### src/rtl/pwm_jitter_core.sv
module pwm_jitter_core #(
  parameter int PER_SLOW = 1538,
  parameter int PER_FAST = 1000,
  parameter int JIT_DIV  = 2,
  parameter int LEB_CYC  = 18,
  parameter int SS_STEP  = 1882,
  parameter int LVL_W    = 8,
  parameter int FB_W     = 10
) (
  input  logic             clk,
  input  logic             rst_n,
  input  logic             en,
  input  logic             fsel,
  input  logic             cs_trip,
  input  logic [FB_W-1:0]  fb_code,
  output logic             drv,
  output logic             ramp_sync,
  output logic [LVL_W-1:0] mod_lvl
);

  localparam int DEV_SLOW = PER_SLOW * 75 / 1000;
  localparam int DEV_FAST = PER_FAST * 75 / 1000;
  localparam int PMAX = (PER_SLOW + DEV_SLOW > PER_FAST + DEV_FAST) ?
                        PER_SLOW + DEV_SLOW : PER_FAST + DEV_FAST;
  localparam int CW = $clog2(PMAX + 2);
  localparam int SW = CW + 1;
  localparam int JW = (JIT_DIV > 1) ? $clog2(JIT_DIV) : 1;
  localparam int PW = (SS_STEP > 1) ? $clog2(SS_STEP) : 1;
  localparam logic [LVL_W-1:0] LVL_MAX = '1;

  logic                    run;
  logic [CW-1:0]           cnt, per, dmax;
  logic signed [SW-1:0]    ofs, nom_s, dev_s, per_s;
  logic                    up;
  logic [JW-1:0]           jdiv;
  logic [PW-1:0]           pre;
  logic [LVL_W-1:0]        ss, fb_sat;
  logic [FB_W-1:0]         fb3;
  logic [CW+1:0]           per4;
  logic                    wrap, duty_end, cs_cut;

  assign nom_s    = fsel ? SW'(PER_FAST) : SW'(PER_SLOW);
  assign dev_s    = fsel ? SW'(DEV_FAST) : SW'(DEV_SLOW);
  assign per_s    = nom_s + ofs;
  assign per4     = {per, 2'b00};
  assign dmax     = CW'(per4 / 3'd5);
  assign wrap     = !run || (cnt == per - 1'b1);
  assign duty_end = (cnt + 1'b1) == dmax;
  assign cs_cut   = cs_trip && (cnt >= CW'(LEB_CYC));
  assign fb3      = fb_code / 2'd3;
  assign fb_sat   = (int'(fb3) > int'(LVL_MAX)) ? LVL_MAX : LVL_W'(fb3);

  always_ff @(posedge clk or negedge rst_n) begin
    if (!rst_n) begin
      run <= 1'b0;
      cnt <= '0;
      per <= CW'(PER_SLOW);
      ofs <= '0;
      up <= 1'b1;
      jdiv <= '0;
      drv <= 1'b0;
      ramp_sync <= 1'b0;
    end else if (!en) begin
      run <= 1'b0;
      cnt <= '0;
      per <= CW'(PER_SLOW);
      ofs <= '0;
      up <= 1'b1;
      jdiv <= '0;
      drv <= 1'b0;
      ramp_sync <= 1'b0;
    end else begin
      run <= 1'b1;
      if (wrap) begin
        cnt <= '0;
        per <= CW'(per_s);
        drv <= 1'b1;
        ramp_sync <= 1'b1;
        if (jdiv == JW'(JIT_DIV - 1)) begin
          jdiv <= '0;
          if (up) begin
            if (ofs >= dev_s) begin
              up <= 1'b0;
              ofs <= ofs - SW'(1);
            end else begin
              ofs <= ofs + SW'(1);
            end
          end else begin
            if (ofs <= -dev_s) begin
              up <= 1'b1;
              ofs <= ofs + SW'(1);
            end else begin
              ofs <= ofs - SW'(1);
            end
          end
        end else begin
          jdiv <= jdiv + 1'b1;
        end
      end else begin
        cnt <= cnt + 1'b1;
        if (duty_end) begin
          drv <= 1'b0;
          ramp_sync <= 1'b0;
        end else if (cs_cut) begin
          drv <= 1'b0;
        end
      end
    end
  end

  always_ff @(posedge clk or negedge rst_n) begin
    if (!rst_n) begin
      pre <= '0;
      ss <= '0;
      mod_lvl <= '0;
    end else if (!en) begin
      pre <= '0;
      ss <= '0;
      mod_lvl <= '0;
    end else begin
      if (pre == PW'(SS_STEP - 1)) begin
        pre <= '0;
        if (ss != LVL_MAX) ss <= ss + 1'b1;
      end else begin
        pre <= pre + 1'b1;
      end
      mod_lvl <= (ss < fb_sat) ? ss : fb_sat;
    end
  end

endmodule

### config.mk
export PLATFORM = sky130hd
export DESIGN_NAME = pwm_jitter_core
export DESIGN_NICKNAME = d
export VERILOG_FILES = /design/src/rtl/pwm_jitter_core.sv
export SDC_FILE = /design/constraint.sdc
export NUM_CORES = 1
export LEC_CHECK = 0
export BUFFER_PORTS_ARGS = -buffer_cell sky130_fd_sc_hd__buf_4
export CORE_MARGIN = 4
export CORE_UTILIZATION = 50
export DETAILED_ROUTE_END_ITERATION = 7
export PLACE_DENSITY = 0.71
export SYNTH_ARGS = -nofsm -noshare
export SYNTH_HDL_FRONTEND = slang
export SYNTH_SLANG_ARGS = --single-unit
### constraint.sdc
create_clock -name clk -period 7.6 [get_ports clk]
set_clock_uncertainty 0.1 [all_clocks]
set_input_delay 0 -clock clk [delete_from_list [all_inputs] [get_ports clk]]
set_output_delay 0 -clock clk [all_outputs]
set_load 0.02 [all_outputs]
# Word level (Yosys, flattened, before mapping)
# Index checks and enable logic that the tools add are counted.
# totals
ram_bits	0
in_bits	15
latchBits	0
mem_bits_ro	0
mem_count	0
register_bits	66
out_inout_bits	10
# classes
shift	0
div	2
n_reduce_logical	5
bitwise	0
eq_ne	10
multipliers	0
order_cmp	5
mux	37
n_addsub	9
# ops
op	n
$mux 11	7
$mux 12	6
$mux 8	6
$add 11x1->11 const B	2
$eq 11x11->1	2
$mux 1	17
$div 13x3->13 const B	1
$add 12x2->12 const B	1
$ge 12x8->1	1
$le 12x12->1	1
$neg 7->12	1
$sub 12x2->12 const B	1
$add 11x11->11	1
$eq 11x11->1 const B	1
$ge 11x5->1 const B	1
$sub 11x1->11 const B	1
$div 10x2->10 const B	1
$gt 10x8->1 const B	1
$add 8x1->8 const B	1
$lt 8x8->1	1
$ne 2x1->1 const B	4
$ne 8x8->1 const B	1
$mux 6	1
$ne 4x1->1 const B	1
other kinds (6)	7

# Logic depth before layout (Yosys ltp)
# depth
word_depth	8
depth_mapped	18
depth_no_buf	16

# Worst setup path before layout
# OpenSTA, ideal clock, no wires.
# synth_path
path_type	register to register
startpoint	register per[10]
endpoint	register drv
period_less_slack_ns	3.576
path_slack_ns	4.024
t_required_ns	7.374
arrival_time_ns	3.350
setup_ns	0.126
path_stages_with_launch	16
path_cell_list	dfstp_2 -> buf_6 -> buf_4 -> or4bb_1 -> o311ai_1 -> o22ai_1 -> and3_1 -> o211ai_1 -> a41oi_1 -> a2bb2oi_2 -> or2_0 -> and4b_1 -> or4_1 -> a21o_1 -> o211ai_2 -> a21oi_1
# synth_between
elab_chain_cells	5
elab_cells_between_ends	9
classes_between	add/sub (1); div (1); eq/ne (3); mux (3); reduce/logical (1)
# synth_lines
item	line_no	text
start, declared	32	logic [CW-1:0] cnt, per, dmax;
start signal, assigned	57	per <= CW'(PER_SLOW);
start signal, assigned	66	per <= CW'(PER_SLOW);
start signal, assigned	76	per <= CW'(per_s);
$div 13x3->13 / $sub 11x1->11 (equally long branches)	46, 47	
$eq 11x11->1 (on tied branches)	48, 47	
$mux 1 / $logic_or 1x1->1 (equally long branches)	101, 47	
$mux 1	74	if (wrap) begin
$mux 1	63	end else if (!en) begin
end signal, assigned	77	drv <= 1'b1;
end signal, assigned	102	drv <= 1'b0;
end signal, assigned	105	drv <= 1'b0;
end, declared	16	output logic drv,
# Parallel ways exist; a longest one is shown, timed or not.
# A chain may end at the register's enable or synchronous reset.

# Final worst setup path
# layout_path
startpoint	register per[9]
endpoint	register drv
# Same word-level chain as after synthesis.

==> results.md <==
* Pwr dens at 152 mW/mm2
* Resize count post-CTS at 0
* Skew-Pair Late Insertion Delay at 320 ps
* Max capacitance violation total at 0
* Area Growth Syn to Fin at 6.61%
* Yosys warnings at 0
* Number of global-route vias before repair at 5381
* Multi-input combinational cell area at 0.00451 mm2
* Met1 Use GR at 0.275
* Area leader, netlist: dfrtp_1
* Reg2Reg Setup Slack at 3160 ps
* Total power at 1.06 mW
* Peak supply drop at 0.114 mV
* Seq/Total Area, Yosys at 0.254
* Final nets at 843
* Syn Nets at 856
* Final GP Congestion at 0.925
* Core ar. at 0.0127 mm2
* Startpoint Class: flip-flop
* Met3 usage at 0.0166
* Post-synth top area share at 0.237
* Tot GR Track Use at 0.205
* Placement row count at 41
* Initial DRC Count at 404
* Crit Reg-Reg Endpoint: drv
* Least-Margin Pin Slew at 1020 ps
* Htree depth at 3
* Syn avg cell area at 8.06 um2
* DR vias at 5773
* Met2 Use GR at 0.353
* Share of power burned in registers at 0.363
* Hold Crit Class: in2reg
* CP endpoint kind: flip-flop
* Status: finished, final reports clean
* Max clock buf depth at 2
* Cell area after layout at 0.00697 mm2
* Most common cell after layout, fill and taps aside: nand2_1
* Initial antenna violation count at 0
* Max_slew headroom at 0.315
* Final min period at 4440 ps
* Final setup TNS at 0 ps
* Clock root buffer: clkbuf_16
* Arr. time, crit path at 4540 ps
* Peak Freq at 0.225 GHz
* Synth Flop Type: dfrtp_1
* Worst reg2reg path depth at 13
* Yosys cell types at 99
* Worst r2r src: per[9]
* Die ar. at 0.0150 mm2
* Asr flop ratio synth at 1.00
* Antenna diodes at 0
* Die Y at 122 um
* Critical Path RT at 7700 ps
* # DRC at 0
* Max FO, Critical Path at 26
* Drt pass-1 iters at 7
* CTS sink count at 66
* Combinational share of power at 0.292
* Number of CTS-inserted buffers at 9
* FF/Latch Area at 0.00166 mm2
* Fraction of layout cells with a size suffix above 1 at 0.108
* Number of flops mapped to enable cells by yosys at 0
* Fillers at 1212
* Clock share of power at 0.345
* Lkg Pwr at 2.94 nW
* Synth top area cells: dfrtp_1, ha_1, xnor2_1, nand2_1, xor2_1
* Critical path class: reg2reg
* Beginning of the critical path: per[9]
* DIE WIDTH at 122 um
* Ports at 25
* Post-DP Area at 0.00667 mm2
* Net Sw Frac at 0.327
* HPWL after DPL at 10800 um
* RSZ-0062 raised after global routing: no
* Wire per inst at 15.2 um
* Setup violations, final at 0
* Max Slew Vio Count at 0
* FF+latch count, synth at 66
* Maximum number of pins on one net before global-route repair at 67
* Grt total ovfl at 0
* Fin util at 0.548
* Mapped cell area at 0.00653 mm2
* Final Hold Vio Count at 0
* First-pass GRT wire length at 25600 um
* IO Port Bufs at 24
* Pint at 710 uW
* Antenna viol nets, final at 0
* Via density at 5.92
* Busiest grt layer: met2
* Commonest cells after routing, fill and taps aside: nand2_1, nor2_1, dfrtp_1
* Worst setup endpoint: drv
* NetSw at 345 uW
* Post-synthesis cell count at 811
* Total wire length at 14800 um
* Initial core utilization at 0.514
* Fin crit share at 0.584
* CTS clock-pin slew for the worst setup and hold paths at 50 ps
* CTS tree: built
cell families (layout without fill, tap and decap cells):
group / Yosys count / after routing / synth area share
xor gates and xnor gates: 73 / 73 / 0.0990
muxes: 14 / 14 / 0.0220
DFF: 66 / 66 / 0.254
AOI/OAI and AO/OA: 211 / 211 / 0.231
buffers and inverters: 78 / 70 / 0.0578
and+or+nand+nor: 339 / 339 / 0.279
adders and majority gates: 30 / 30 / 0.0574
critical path, cell delays in order, from the launching register on:
cell	delay [ps]
dfstp_2	750
nor2b_1	480
a311oi_2	180
a22oi_2	370
or2_1	340
o211ai_1	220
a41oi_1	480
a2bb2oi_2	180
o2bb2ai_1	150
and4b_1	270
a211oi_1	250
o221ai_1	170
a31oi_1	260
a21oi_1	110
power by group through the flow:
stage | clock network, mW | registers, mW | logic (mW)
final | 0.364 | 0.383 | 0.308
after global placement | 0 | 0.389 | 0.299
after detailed placement | 0 | 0.389 | 0.307
after floorplan | 0 | 0.377 | 0.257
after CTS | 0.373 | 0.383 | 0.309
after global routing | 0.390 | 0.386 | 0.347
cells in the mapped netlist (6+ instances only):
master    instances
a211oi_1          9
a21boi_0          8
a21o_1            7
a21oi_1          39
a31oi_1           7
and2_1           27
and3_1           11
buf_2            14
buf_4             6
buf_6             6
clkbuf_1         24
dfrtp_1          62
ha_1             30
inv_1            26
mux2i_1          11
nand2_1          77
nand2b_1         19
nand3_1          40
nand4_1           9
nor2_1           65
nor2b_1           9
nor3_1           21
nor3b_1           7
o211ai_1         10
o21ai_0          52
o22ai_1           7
o31ai_1           7
or3_1             8
xnor2_1          39
xor2_1           33
sequential cells by signal (all words and copies together) (netlist names):
name,cells
ss,8
pre,11
ofs,12
per,11
ramp_sync,1
jdiv,1
up,1
cnt,11
drv,1
mod_lvl,8
run,1
per-stage QoR:
| step | worst slack (ps) | hold WS, ps | cells |
|---|---|---|---|
| detailed placement | 3220 | 52.9 | 956 |
| finish | 3160 | 30.7 | 975 |
| global placement | 3340 | 44.6 | 956 |
| floorplan | 4020 | -396 | 811 |
| CTS | 3200 | 27.2 | 975 |
| global route | 2720 | 63.6 | 975 |
worst min-delay path by stage:
stage,start,end,slack (ps),depth (start not counted)
after floorplan,rst_n,cnt[0],-400,0
after global placement,rst_n,ofs[11],40,1
after detailed placement,rst_n,ofs[10],50,1
after CTS,fsel,per[10],30,4
after global routing,fsel,per[10],60,4
final,fsel,per[10],30,4
layer usage:
layer,up-vias,wire [um]
met1,2762,6860
li1,2890,-
met4,0,184
met5,-,0
met2,101,7390
met3,20,398
timing repair:
| action | 4_1_cts | 5_1_grt |
|---|---|---|
| hold buffers | 3 | 0 |
| buffers inserted | 0 | 0 |
| endpoints found under the hold margin | 66 | 0 |
cell type report:
cell class,count,share of cell area
clock buffers,11,0.0334
repair buffers,28,0.0313
clock inverters,5,0.00449
inverters,26,0.0140
flip-flops and latches,66,0.238
well taps,172,0.0309
multi-input cells,667,0.648
(Power assumes the default switching activity.)
